$ cat config.mk
export PLATFORM = sky130hd
export DESIGN_NAME = chan_alarm_regs
export DESIGN_NICKNAME = d
export VERILOG_FILES = /design/src/rtl/chalm_pkg.sv /design/src/rtl/chalm_thr_cmp.sv /design/src/rtl/chalm_chan.sv /design/src/rtl/chalm_rdmux.sv /design/src/rtl/chan_alarm_regs.sv
export SDC_FILE = /design/constraint.sdc
export NUM_CORES = 1
export LEC_CHECK = 0
export ABC_CLOCK_PERIOD_IN_PS = 3000
export BUFFER_PORTS_ARGS = -buffer_cell sky130_fd_sc_hd__buf_4
export CORE_MARGIN = 2
export CORE_UTILIZATION = 55
export DETAILED_ROUTE_END_ITERATION = 10
export PLACE_DENSITY = 0.78
export REMOVE_ABC_BUFFERS = 1
export SLEW_MARGIN = 20
export SYNTH_ARGS = -nofsm -noshare
export SYNTH_HDL_FRONTEND = slang
export SYNTH_HIERARCHICAL = 1
export SYNTH_SLANG_ARGS = --single-unit
$ cat constraint.sdc
create_clock -name clk -period 3 [get_ports clk]
set_clock_uncertainty 0.05 [all_clocks]
set_input_delay 0.45 -clock clk [delete_from_list [all_inputs] [get_ports clk]]
set_output_delay 0.45 -clock clk [all_outputs]
set_load 0.1 [all_outputs]
$ cat src/rtl/chalm_pkg.sv
package chalm_pkg;
  localparam int DW       = 8;
  localparam int RCW      = 4;
  localparam int CTL_BASE = 8;
  localparam int THR_BASE = 16;

  localparam logic [DW-1:0] CTL0_DFLT = 8'h08;
  localparam logic [DW-1:0] THR_LO_DFLT = 8'h00;
  localparam logic [DW-1:0] THR_HI_DFLT = 8'hFF;

  typedef struct packed {
    logic           oe;
    logic           oc;
    logic [RCW-1:0] rc;
    logic           afh;
    logic           afl;
    logic           aeh;
    logic           ael;
    logic           ir;
    logic [DW-1:0]  lo;
    logic [DW-1:0]  hi;
  } chan_cfg_t;
endpackage

$ cat src/rtl/chalm_thr_cmp.sv
module chalm_thr_cmp
  import chalm_pkg::*;
#(
  parameter int RW = 16
) (
  input  logic [RW-1:0]  res,
  input  logic [RCW-1:0] rc,
  input  logic [DW-1:0]  lo,
  input  logic [DW-1:0]  hi,
  output logic           over,
  output logic           under
);
  localparam int BW = $clog2(RW + 1);

  logic [BW-1:0] nbits;
  logic [DW-1:0] mask;
  logic [DW-1:0] top;
  logic          unused_low;

  // low result bits never take part in the 8-bit compare
  assign unused_low = ^res[RW-DW-1:0];

  always_comb begin
    nbits = (rc == '0) ? BW'(RW) : BW'(rc);
    mask  = (nbits >= BW'(DW)) ? {DW{1'b1}} : ~({DW{1'b1}} >> nbits);
    top   = res[RW-1 -: DW] & mask;
    over  = top > (hi & mask);
    under = top < (lo & mask);
  end
endmodule

$ cat src/rtl/chalm_chan.sv
module chalm_chan
  import chalm_pkg::*;
#(
  parameter int RW = 16,
  parameter int AW = 5,
  parameter int CH = 0
) (
  input  logic          clk,
  input  logic          rst,
  input  logic          wr,
  input  logic [AW-1:0] addr,
  input  logic [DW-1:0] wdata,
  input  logic          cv_hit,
  input  logic [RW-1:0] cv_result,
  output chan_cfg_t     cfg
);
  localparam logic [AW-1:0] A_CTL0 = AW'(CTL_BASE + 2*CH);
  localparam logic [AW-1:0] A_CTL1 = AW'(CTL_BASE + 2*CH + 1);
  localparam logic [AW-1:0] A_LO   = AW'(THR_BASE + 2*CH);
  localparam logic [AW-1:0] A_HI   = AW'(THR_BASE + 2*CH + 1);

  logic hit_over, hit_under;

  chalm_thr_cmp #(.RW(RW)) u_cmp (
    .res   (cv_result),
    .rc    (cfg.rc),
    .lo    (cfg.lo),
    .hi    (cfg.hi),
    .over  (hit_over),
    .under (hit_under)
  );

  always_ff @(posedge clk) begin
    if (rst) begin
      cfg.oe  <= CTL0_DFLT[7];
      cfg.oc  <= CTL0_DFLT[6];
      cfg.rc  <= CTL0_DFLT[RCW-1:0];
      cfg.afh <= 1'b0;
      cfg.afl <= 1'b0;
      cfg.aeh <= 1'b1;
      cfg.ael <= 1'b1;
      cfg.ir  <= 1'b0;
      cfg.lo  <= THR_LO_DFLT;
      cfg.hi  <= THR_HI_DFLT;
    end else begin
      if (wr && addr == A_CTL0) begin
        cfg.oe <= wdata[7];
        cfg.oc <= wdata[6];
        cfg.rc <= wdata[RCW-1:0];
      end
      if (wr && addr == A_CTL1) begin
        cfg.aeh <= wdata[3];
        cfg.ael <= wdata[2];
        cfg.ir  <= wdata[0];
        if (!wdata[5]) cfg.afh <= 1'b0;
        if (!wdata[4]) cfg.afl <= 1'b0;
      end
      if (wr && addr == A_LO) cfg.lo <= wdata;
      if (wr && addr == A_HI) cfg.hi <= wdata;
      // conversion result wins over a same-cycle flag write
      if (cv_hit) begin
        cfg.afh <= hit_over;
        cfg.afl <= hit_under;
      end
    end
  end
endmodule

$ cat src/rtl/chalm_rdmux.sv
module chalm_rdmux
  import chalm_pkg::*;
#(
  parameter int NCH = 4,
  parameter int AW  = 5
) (
  input  logic                addr_ok,
  input  logic [AW-1:0]       addr,
  input  chan_cfg_t [NCH-1:0] cfg,
  input  logic                por,
  output logic [DW-1:0]       rdata
);
  always_comb begin
    rdata = '0;
    if (addr_ok) begin
      for (int c = 0; c < NCH; c++) begin
        if (addr == AW'(CTL_BASE + 2*c))
          rdata = {cfg[c].oe, cfg[c].oc, 2'b00, cfg[c].rc};
        if (addr == AW'(CTL_BASE + 2*c + 1))
          rdata = {por, 1'b0, cfg[c].afh, cfg[c].afl, cfg[c].aeh, cfg[c].ael, 1'b0, cfg[c].ir};
        if (addr == AW'(THR_BASE + 2*c))
          rdata = cfg[c].lo;
        if (addr == AW'(THR_BASE + 2*c + 1))
          rdata = cfg[c].hi;
      end
    end
  end
endmodule

$ cat src/rtl/chan_alarm_regs.sv
module chan_alarm_regs
  import chalm_pkg::*;
#(
  parameter int NCH = 4,
  parameter int AW  = 5,
  parameter int RW  = 16,
  localparam int CW = $clog2(NCH)
) (
  input  logic          clk,
  input  logic          rst,
  input  logic          bus_wr,
  input  logic [AW-1:0] bus_addr,
  input  logic [DW-1:0] bus_wdata,
  output logic [DW-1:0] rdata,
  input  logic          cv_valid,
  input  logic [CW-1:0] cv_chan,
  input  logic [RW-1:0] cv_result,
  output logic [NCH-1:0] od_sink,
  output logic          csearch
);
  chan_cfg_t [NCH-1:0] cfg;
  logic                por_q;
  logic [DW-1:0]       rd_next;
  logic [NCH-1:0]      alarm_on;
  logic                ctl1_wr;

  for (genvar c = 0; c < NCH; c++) begin : g_ch
    chalm_chan #(.RW(RW), .AW(AW), .CH(c)) u_ch (
      .clk       (clk),
      .rst       (rst),
      .wr        (bus_wr),
      .addr      (bus_addr),
      .wdata     (bus_wdata),
      .cv_hit    (cv_valid && cv_chan == CW'(c)),
      .cv_result (cv_result),
      .cfg       (cfg[c])
    );
    assign alarm_on[c] = (cfg[c].afh && cfg[c].aeh) || (cfg[c].afl && cfg[c].ael);
  end

  chalm_rdmux #(.NCH(NCH), .AW(AW)) u_rd (
    .addr_ok (1'b1),
    .addr    (bus_addr),
    .cfg     (cfg),
    .por     (por_q),
    .rdata   (rd_next)
  );

  always_comb begin
    ctl1_wr = 1'b0;
    for (int c = 0; c < NCH; c++)
      if (bus_wr && bus_addr == AW'(CTL_BASE + 2*c + 1)) ctl1_wr = 1'b1;
  end

  always_ff @(posedge clk) begin
    if (rst) begin
      por_q   <= 1'b1;
      rdata   <= '0;
      csearch <= 1'b1;
      od_sink <= '0;
    end else begin
      if (ctl1_wr) por_q <= bus_wdata[7];
      rdata   <= rd_next;
      csearch <= por_q || (|alarm_on);
      for (int c = 0; c < NCH; c++)
        od_sink[c] <= cfg[c].oe && !cfg[c].oc;
    end
  end
endmodule

==> results of run 1 <==
## layer usage
layer,track usage,up-vias,share of wire
li1,-,3784,-
met1,0.442,3822,0.42
met2,0.524,412,0.45
met3,0.0801,91,0.092
met4,0.154,0,0.042
met5,0,-,0
## power by group through the flow
| stage | Combinational, mW | Sequential, mW | Clock [mW] |
|---|---|---|---|
| after floorplan | 0.267 | 1.72 | 0 |
| after global placement | 0.530 | 1.69 | 0 |
| after detailed placement | 0.538 | 1.69 | 0 |
| after CTS | 0.543 | 1.66 | 2.23 |
| after global routing | 0.597 | 1.66 | 2.31 |
| final | 0.558 | 1.66 | 2.23 |
## area by class of cell
| class | instances | share of cell area |
|---|---|---|
| sequential | 122 | 0.253 |
| clock inverter | 13 | 0.0198 |
| multi-input combinational | 844 | 0.604 |
| antenna | 4 | 0.00104 |
| timing repair buffer | 52 | 0.0430 |
| clock buffer | 19 | 0.0459 |
| tap | 211 | 0.0273 |
| inverter | 16 | 0.00622 |
## tightest hold or removal path, stage by stage
cell	delay (ps)
buf_4	140
nor2_1	50
mux2i_1	110
## per-stage QoR
step	instances	area, um2
after global placement	1245	9010
final	1281	9650
after floorplan	982	8330
after detailed placement	1245	9010
after CTS	1277	9640
after global routing	1279	9650
## cells in the mapped netlist, types with 5 or more instances
library cell,n
nor2b_1,35
nand4b_1,6
nor3_1,6
a221oi_1,6
clkbuf_1,22
o311ai_0,7
mux2i_1,94
nand3_1,11
nor3b_1,10
a211oi_1,5
o21ai_0,46
nand2b_1,83
o21a_1,11
dfxtp_1,122
a32o_1,7
o2bb2ai_1,9
nand4bb_1,6
or3b_1,6
ha_1,60
and2_1,23
nand2_1,77
and3_1,10
a21oi_1,50
nor2_1,132
o211ai_1,7
buf_2,23
o21ai_1,26
a21o_1,12
buf_6,5
inv_1,16
or3_1,9
## worst paths after layout
| check | end |
|---|---|
| worst max register to register | g_ch[1].u_ch/cfg[20] |
| worst min register to register | g_ch[0].u_ch/cfg[16] |
| worst min-delay path | g_ch[2].u_ch/cfg[0] |
| worst max-delay path | g_ch[1].u_ch/cfg[20] |
## cells by family after synthesis
kind of cell | after synthesis | share of synthesized area
adders and majority gates | 60 | 0.0872
muxes | 95 | 0.111
xor gates and xnor gates | 3 | 0.00305
AOI/OAI and AO/OA | 234 | 0.182
and+or+nand+nor | 451 | 0.293
other | 1 | 0.000436
DFF | 122 | 0.284
buffers and inverters | 71 | 0.0395
## sequential cells by signal (all words and copies together) (netlist names)
name,cells
g_ch.u_ch/cfg,108
rdata,8
por_q,1
csearch,1
od_sink,4
==> results.py, run 1 <==
metrics = {
    "status": {
        "outcome": "complete, no violations",
    },
    "clock_tree": {
        "root_buffer": "clkbuf_16",
        "ctsHoldBuffers": 0,
        "h-tree-depth": 4,
        "ctsResizeCount": 0,
        "post-cts-setup-buffers": 0,
        "cts_tree": "yes",
        "path_clk_slew_ps": 60,
        "clock_latency_ps": 430,
        "cts_buffer_depth": 2,
        "cts_buffers": 17,
        "cts.sinks": 122,
    },
    "critical_path": {
        "r2r_setup_slack_ps": 320,
        "cp.required_ps": 3300,
        "cp_max_fo": 11,
        "cp_common_cell": "a21oi_1",
        "max_stage_delay_ps": 620,
        "cp_slowest_cell": "dfxtp_1",
        "path_class": "reg2reg",
        "startpoint_type": "register",
        "cp.arrival_ps": 2980,
        "r2r_cells": 10,
        "path_cells": "nor3_4 > or3b_1 > and2_1 > ha_1 > nand3_1 > nor2_1 > a32o_1 > a21oi_1 > nand2_1 > a21oi_1",
        "endpoint_kind": "register",
        "worstSetupStartpoint": "g_ch[1].u_ch/cfg[22]",
        "path_buf_inv": 0,
        "critPathTopFamily": "simple AND/OR/NAND/NOR gates",
        "crit_cells": 10,
        "r2r_start": "g_ch[1].u_ch/cfg[22]",
    },
    "yosys": {
        "synth.top_cell.area_share": 0.284,
        "synth.cell_area_um2": 8610,
        "synth_edf_count": 0,
        "syn_avg_cell_area_um2": 8.30,
        "synthTopCellsByArea": "dfxtp_1 (28%), mux2i_1 (11%), ha_1 (8.7%), nand2b_1 (6.0%), nor2_1 (5.8%)",
        "synthFlopType": "dfxtp_1",
        "ys_seq_area_frac": 0.284,
        "ys_warn_count": 6,
        "synth.distinct_cells": 76,
        "synth-async-reset-ratio": 0,
        "syn_inst": 1037,
        "synth_top_area_cell": "dfxtp_1",
        "synth_seq_cells": 122,
    },
    "sta": {
        "clock.fmax_ghz": 0.374,
        "period_needed_ps": 2680,
        "period_share": 0.892,
        "hold_ws_ps": 320,
        "slew_headroom": 0.461,
        "worst_pin_slew_ps": 807,
        "setup_tns_ps": 0,
        "slew_violations": 0,
        "setup_slack_ps": 324,
        "hold_violations": 0,
        "finalSetupViolations": 0,
        "rsz0062_at_grt": "no",
    },
    "final_layout": {
        "nets": 1148,
        "final_cell_mix": "nor2_1 (132), dfxtp_1 (122), mux2i_1 (94)",
        "multiInputGateArea_um2": 5830,
        "drive_gt1_frac": 0.100,
        "final_util": 0.633,
        "syn2layout_area_growth_pct": 12.1,
        "seqCellArea_um2": 2440,
        "final_common_cell": "nor2_1",
        "fill_cells": 1331,
    },
    "min_path": {
        "hp-start": "rst",
        "whs_path_depth": 3,
        "worstHoldPathType": "in2reg",
    },
    "power": {
        "power_density_nw_per_um2": 460,
        "p_sw_mw": 1.19,
        "clock_power_share": 0.501,
        "combPwrFrac": 0.126,
        "seqPwrFrac": 0.373,
        "intPower_mw": 3.25,
        "total_leakage_power_nw": 3.77,
        "finalPower_mw": 4.44,
        "switching_share": 0.267,
        "ir_drop_uv": 431,
    },
    "placement": {
        "io_buffer_count": 39,
        "dp_slack_ps": 392,
        "gp_congestion": 1.06,
        "dp_hpwl_um": 19400,
    },
    "global_route": {
        "grt_max_degree": 92,
        "overflow": 0,
        "grt_pass1_wl_um": 42400,
        "grtUsageTotal": 0.336,
        "grt_pass1_vias": 7652,
        "antenna_found_initial": 1,
    },
    "routing": {
        "num_vias": 8109,
        "postRouteAntennaNets": 0,
        "firstDrtPassIters": 6,
        "drt_iter0_drc": 1042,
        "drt_wl_total_um": 27700,
        "route.detailed.drc": 0,
        "wl_per_cell_um": 21.6,
        "avgViaCountPerCell": 6.33,
    },
    "flow_run": {
        "max-cap-violations": 0,
    },
    "die": {
        "die_h_um": 129,
        "io_pins": 48,
        "die_w_um": 129,
        "num_rows": 45,
        "core_area_um2": 15300,
        "start_util": 0.564,
        "dieArea_um2": 16700,
    },
}
(Power assumes the default switching activity.)
==> run 2: changes to the inputs <==
Settings changed: GPL_TIMING_DRIVEN set to 0.
==> run 2 against run 1 <==
  * Via count increased by 0.21%
  * Core utilization down 0.63 points
  * Wire length is 2.3% lower
  * Register-to-register slack improved by 30 ps
  * Combinational power decreased by 2%
  * Sequential power about the same
  * Cell count decreased by 1.2%
  * Clock power about the same
  * Clock-buffer cell count up 2
  * Global-route usage decreased by 0.78 points
  * Sequential cell count is the same
  * Power shrank 0.33%
  * Critical path type unchanged
==> results.py, run 2 (synthesized netlist as in run 1, its figures left out) <==
metrics = {
    "clock_tree": {
        "h-tree-depth": 4,
        "ctsResizeCount": 0,
        "post-cts-setup-buffers": 0,
        "cts.sinks": 122,
        "ctsHoldBuffers": 0,
        "cts_buffer_depth": 2,
        "root_buffer": "clkbuf_16",
        "path_clk_slew_ps": 60,
        "cts_tree": "yes",
        "clock_latency_ps": 430,
        "cts_buffers": 17,
    },
    "final_layout": {
        "max_flop_register": "g_ch.u_ch/cfg",
        "drive_gt1_frac": 0.0911,
        "n_antenna_cell": 0,
        "syn2layout_area_growth_pct": 11.0,
        "final_cell_mix": "nor2_1 (132), dfxtp_1 (122), mux2i_1 (94)",
        "largest_reg_flops": 108,
        "largestRegisters": "g_ch.u_ch/cfg (108), rdata (8), od_sink (4)",
        "final_util": 0.626,
        "fill_cells": 1277,
        "seqCellArea_um2": 2440,
        "multiInputGateArea_um2": 5830,
        "final_common_cell": "nor2_1",
        "nets": 1136,
    },
    "critical_path": {
        "startpoint_type": "register",
        "path_class": "reg2reg",
        "cp_max_fo": 11,
        "r2r_setup_slack_ps": 360,
        "r2r_cells": 10,
        "endpoint_kind": "register",
        "cp.required_ps": 3290,
        "cp.arrival_ps": 2930,
    },
    "placement": {
        "dp_slack_ps": 180,
        "gp_congestion": 1.05,
        "io_buffer_count": 39,
        "dp_hpwl_um": 18700,
    },
    "global_route": {
        "grt_max_degree": 101,
        "grt_pass1_vias": 7446,
        "grtUsageTotal": 0.329,
        "grt_pass1_wl_um": 41300,
        "overflow": 0,
        "antenna_found_initial": 0,
    },
    "power": {
        "switching_share": 0.259,
        "power_density_nw_per_um2": 463,
        "combPwrFrac": 0.124,
        "intPower_mw": 3.28,
        "seqPwrFrac": 0.374,
        "p_sw_mw": 1.15,
        "total_leakage_power_nw": 3.71,
        "clock_power_share": 0.502,
        "ir_drop_uv": 415,
    },
    "routing": {
        "avgViaCountPerCell": 6.42,
        "postRouteAntennaNets": 0,
        "route.detailed.drc": 0,
        "drt_iter0_drc": 1015,
        "num_vias": 8126,
        "drt_wl_total_um": 27100,
        "wl_per_cell_um": 21.4,
        "firstDrtPassIters": 6,
    },
    "sta": {
        "setup_tns_ps": 0,
        "worst_pin_slew_ps": 722,
        "period_needed_ps": 2640,
        "hold_violations": 0,
        "period_share": 0.881,
        "slew_headroom": 0.519,
        "finalSetupViolations": 0,
        "setup_slack_ps": 357,
        "slew_violations": 0,
        "rsz0062_at_grt": "no",
        "clock.fmax_ghz": 0.378,
    },
    "die": {
        "start_util": 0.564,
        "die_h_um": 129,
        "core_area_um2": 15300,
        "num_rows": 45,
        "io_pins": 48,
        "dieArea_um2": 16700,
        "die_w_um": 129,
    },
    "min_path": {
        "worstHoldPathType": "in2reg",
        "whs_path_depth": 3,
    },
    "status": {
        "outcome": "complete, no violations",
    },
    "flow_run": {
        "max-cap-violations": 0,
    },
}
==> run 2: worst paths after layout <==
kind / to / startpoint
worst max-delay path: g_ch[0].u_ch/cfg[20] / g_ch[0].u_ch/cfg[22]
worst min-delay path: g_ch[1].u_ch/cfg[11] / bus_wdata[3]
worst max register to register: g_ch[0].u_ch/cfg[20] / g_ch[0].u_ch/cfg[22]
worst min register to register: g_ch[3].u_ch/cfg[16] / g_ch[3].u_ch/cfg[16]
==> run 2: stage by stage <==
| stage | instances | area, um2 | power [mW] | hold WS, ps |
|---|---|---|---|---|
| 2_1_floorplan | 982 | 8330 | 1.98 | 360 |
| 3_3_place_gp | 1232 | 8890 | 2.21 | 413 |
| 3_5_place_dp | 1233 | 8920 | 2.22 | 425 |
| 4_1_cts | 1265 | 9550 | 4.42 | 339 |
| 5_1_grt | 1265 | 9560 | 4.55 | 348 |
| 6_report | 1265 | 9560 | 4.42 | 360 |
==> run 2: area by class of cell <==
type,instances,area share
tap,211,0.0276
clock buffer,21,0.0492
clock inverter,11,0.0174
inverter,16,0.00628
multi-input combinational,844,0.610
sequential,122,0.256
timing repair buffer,40,0.0339
==> run 2: worst max-delay path, stage by stage (launching register included) <==
cell	delay (ps)
dfxtp_1	590
o21ai_1	260
a21o_1	240
and2_1	190
ha_1	310
a21oi_1	70
o21ai_0	250
mux2i_1	120
a21oi_1	140
mux2i_1	90
a311oi_1	260
==> run 2: layer usage <==
metal / vias to the layer above / global-route usage / routed length [um]
met2: 445 / 0.513 / 11900
met4: 0 / 0.161 / 1360
li1: 3742 / - / -
met5: - / 0 / 0
met1: 3853 / 0.435 / 11400
met3: 86 / 0.0661 / 2450
==> run 2: power by group through the flow <==
| stage | clock (mW) | sequential, mW | combinational, mW |
|---|---|---|---|
| floorplan | 0 | 1.72 | 0.267 |
| global placement | 0 | 1.69 | 0.518 |
| detailed placement | 0 | 1.69 | 0.527 |
| CTS | 2.23 | 1.66 | 0.532 |
| global route | 2.31 | 1.66 | 0.584 |
| finish | 2.22 | 1.66 | 0.547 |
==> run 3: changes to the inputs <==
Settings changed: CORE_MARGIN 2 to 5.
==> run 3 against run 2 <==
  * Core utilization is 0.11 points lower
  * Clock power decreased by 3%
  * Via count fell by 1.0%
  * Fmax is 3.7% lower
  * Cell count unchanged
  * Setup slack lost 100 ps
  * Critical path type unchanged
  * Largest cell class unchanged
  * Largest power group unchanged
==> results.py, run 3 (synthesized netlist as in run 1, its figures left out) <==
metrics = {
    "power": {
        "ir_drop_uv": 446,
        "total_leakage_power_nw": 3.69,
        "power_density_nw_per_um2": 457,
    },
    "final_layout": {
        "syn2layout_area_growth_pct": 10.8,
        "stdcell_count": 1265,
        "nets": 1136,
        "seqCellArea_um2": 2440,
        "largestRegisters": "g_ch.u_ch/cfg (108), rdata (8), od_sink (4)",
        "max_flop_register": "g_ch.u_ch/cfg",
        "n_antenna_cell": 0,
        "drive_gt1_frac": 0.0901,
        "final_cell_mix": "nor2_1 (132), dfxtp_1 (122), mux2i_1 (94)",
        "fill_cells": 1327,
        "fin_area_um2": 9540,
        "final_common_cell": "nor2_1",
        "largest_reg_flops": 108,
        "multiInputGateArea_um2": 5830,
        "final_util": 0.625,
    },
    "placement": {
        "dp_slack_ps": 166,
        "postPlaceCellArea_um2": 8920,
        "gp_congestion": 1.01,
        "io_buffer_count": 39,
        "placedCellCount": 1233,
        "dp_hpwl_um": 18700,
    },
    "sta": {
        "clock.fmax_ghz": 0.364,
        "period_share": 0.915,
        "slew_headroom": 0.298,
        "period_needed_ps": 2740,
        "worst_pin_slew_ps": 1050,
        "setup_tns_ps": 0,
        "rsz0062_at_grt": "no",
        "finalSetupViolations": 0,
        "slew_violations": 0,
        "setup_slack_ps": 256,
        "hold_violations": 0,
    },
    "die": {
        "core_area_um2": 15300,
        "die_w_um": 135,
        "die_h_um": 135,
        "dieArea_um2": 18300,
        "start_util": 0.564,
        "io_pins": 48,
        "num_rows": 45,
    },
    "global_route": {
        "grt_max_degree": 99,
        "overflow": 0,
        "grt_pass1_vias": 7366,
        "antenna_found_initial": 0,
        "grt_pass1_wl_um": 41400,
        "grtUsageTotal": 0.294,
    },
    "clock_tree": {
        "cts.sinks": 122,
        "ctsResizeCount": 0,
        "clock_latency_ps": 430,
        "cts_buffer_depth": 2,
        "post-cts-setup-buffers": 0,
        "root_buffer": "clkbuf_16",
        "cts_tree": "yes",
        "path_clk_slew_ps": 50,
        "cts_buffers": 17,
        "h-tree-depth": 4,
        "ctsHoldBuffers": 0,
    },
    "min_path": {
        "min_to": "g_ch[1].u_ch/cfg[11]",
        "hp-start": "bus_wdata[3]",
        "whs_path_depth": 3,
        "worstHoldPathType": "in2reg",
    },
    "status": {
        "outcome": "complete, no violations",
    },
    "routing": {
        "wl_per_cell_um": 21.2,
        "drt_iter0_drc": 1148,
        "num_vias": 8041,
        "postRouteAntennaNets": 0,
        "firstDrtPassIters": 10,
        "drt_wl_total_um": 26800,
        "avgViaCountPerCell": 6.36,
        "route.detailed.drc": 0,
    },
    "critical_path": {
        "endpoint_kind": "register",
        "cp.required_ps": 3290,
        "r2r_setup_slack_ps": 260,
        "path_class": "reg2reg",
        "max_stage_delay_ps": 600,
        "worst_r2r_endpoint": "g_ch[0].u_ch/cfg[20]",
        "path_cells": "o21ai_1 > a21o_1 > and2_1 > ha_1 > a21oi_1 > o21ai_0 > mux2i_1 > a21oi_1 > mux2i_1 > a311oi_1",
        "cp_max_fo": 11,
        "r2r_start": "g_ch[0].u_ch/cfg[22]",
        "cp.arrival_ps": 3030,
        "startpoint_type": "register",
        "cp_slowest_cell": "dfxtp_1",
        "r2r_cells": 10,
    },
    "flow_run": {
        "max-cap-violations": 0,
    },
}
==> run 3: cell count changes in the layout (fill, tap and decap cells not counted) <==
cell	previous run	this run
nor2b_1	34	35
clkbuf_8	3	4
clkinv_2	3	2
bufinv_16	4	3
clkinvlp_4	3	4
nor2b_2	1	0
==> run 3: layout make-up <==
cell class                      instances  share of cell area
Clock buffer                           22              0.0508
Sequential cell                       122               0.256
Multi-Input combinational cell        844               0.611
Tap cell                              211              0.0277
Clock inverter                         10              0.0146
Timing Repair Buffer                   40              0.0340
Inverter                               16             0.00630
==> run 3: worst max path at each step <==
stage | from | to | slack [ps]
after floorplan | g_ch[0].u_ch/cfg[22] | g_ch[0].u_ch/cfg[20] | 760
after global placement | bus_addr[0] | rdata[4] | 140
after detailed placement | bus_addr[0] | rdata[4] | 170
after CTS | g_ch[0].u_ch/cfg[22] | g_ch[0].u_ch/cfg[20] | 310
after global routing | g_ch[0].u_ch/cfg[22] | g_ch[0].u_ch/cfg[20] | 120
final | g_ch[0].u_ch/cfg[22] | g_ch[0].u_ch/cfg[20] | 260
==> run 3: routing by layer <==
layer | GRT usage | share of wire
met5 | 0 | 0
met4 | 0.124 | 0.046
met3 | 0.0600 | 0.098
met2 | 0.465 | 0.44
met1 | 0.392 | 0.41
==> run 3: report_power, final <==
group	internal [mW]	total, mW	switching (mW)	leakage (nW)
logic	0.189	0.545	0.356	2.41
registers	1.64	1.66	0.0178	0.986
clock network	1.39	2.16	0.769	0.295
total	3.22	4.36	1.14	3.69
==> run 3: per-stage QoR <==
| stage | hold WS, ps | power [mW] |
|---|---|---|
| floorplan | 360 | 1.98 |
| global placement | 413 | 2.21 |
| detailed placement | 421 | 2.22 |
| CTS | 323 | 4.36 |
| global route | 331 | 4.50 |
| finish | 339 | 4.36 |
==> run 3: worst max-delay path, delay by kind of cell (launching register included) <==
family / cells / cell delay, ps
simple gates: 1 / 190
fa+ha+maj: 1 / 310
compound gates: 6 / 1280
mux: 2 / 230
flops: 1 / 600
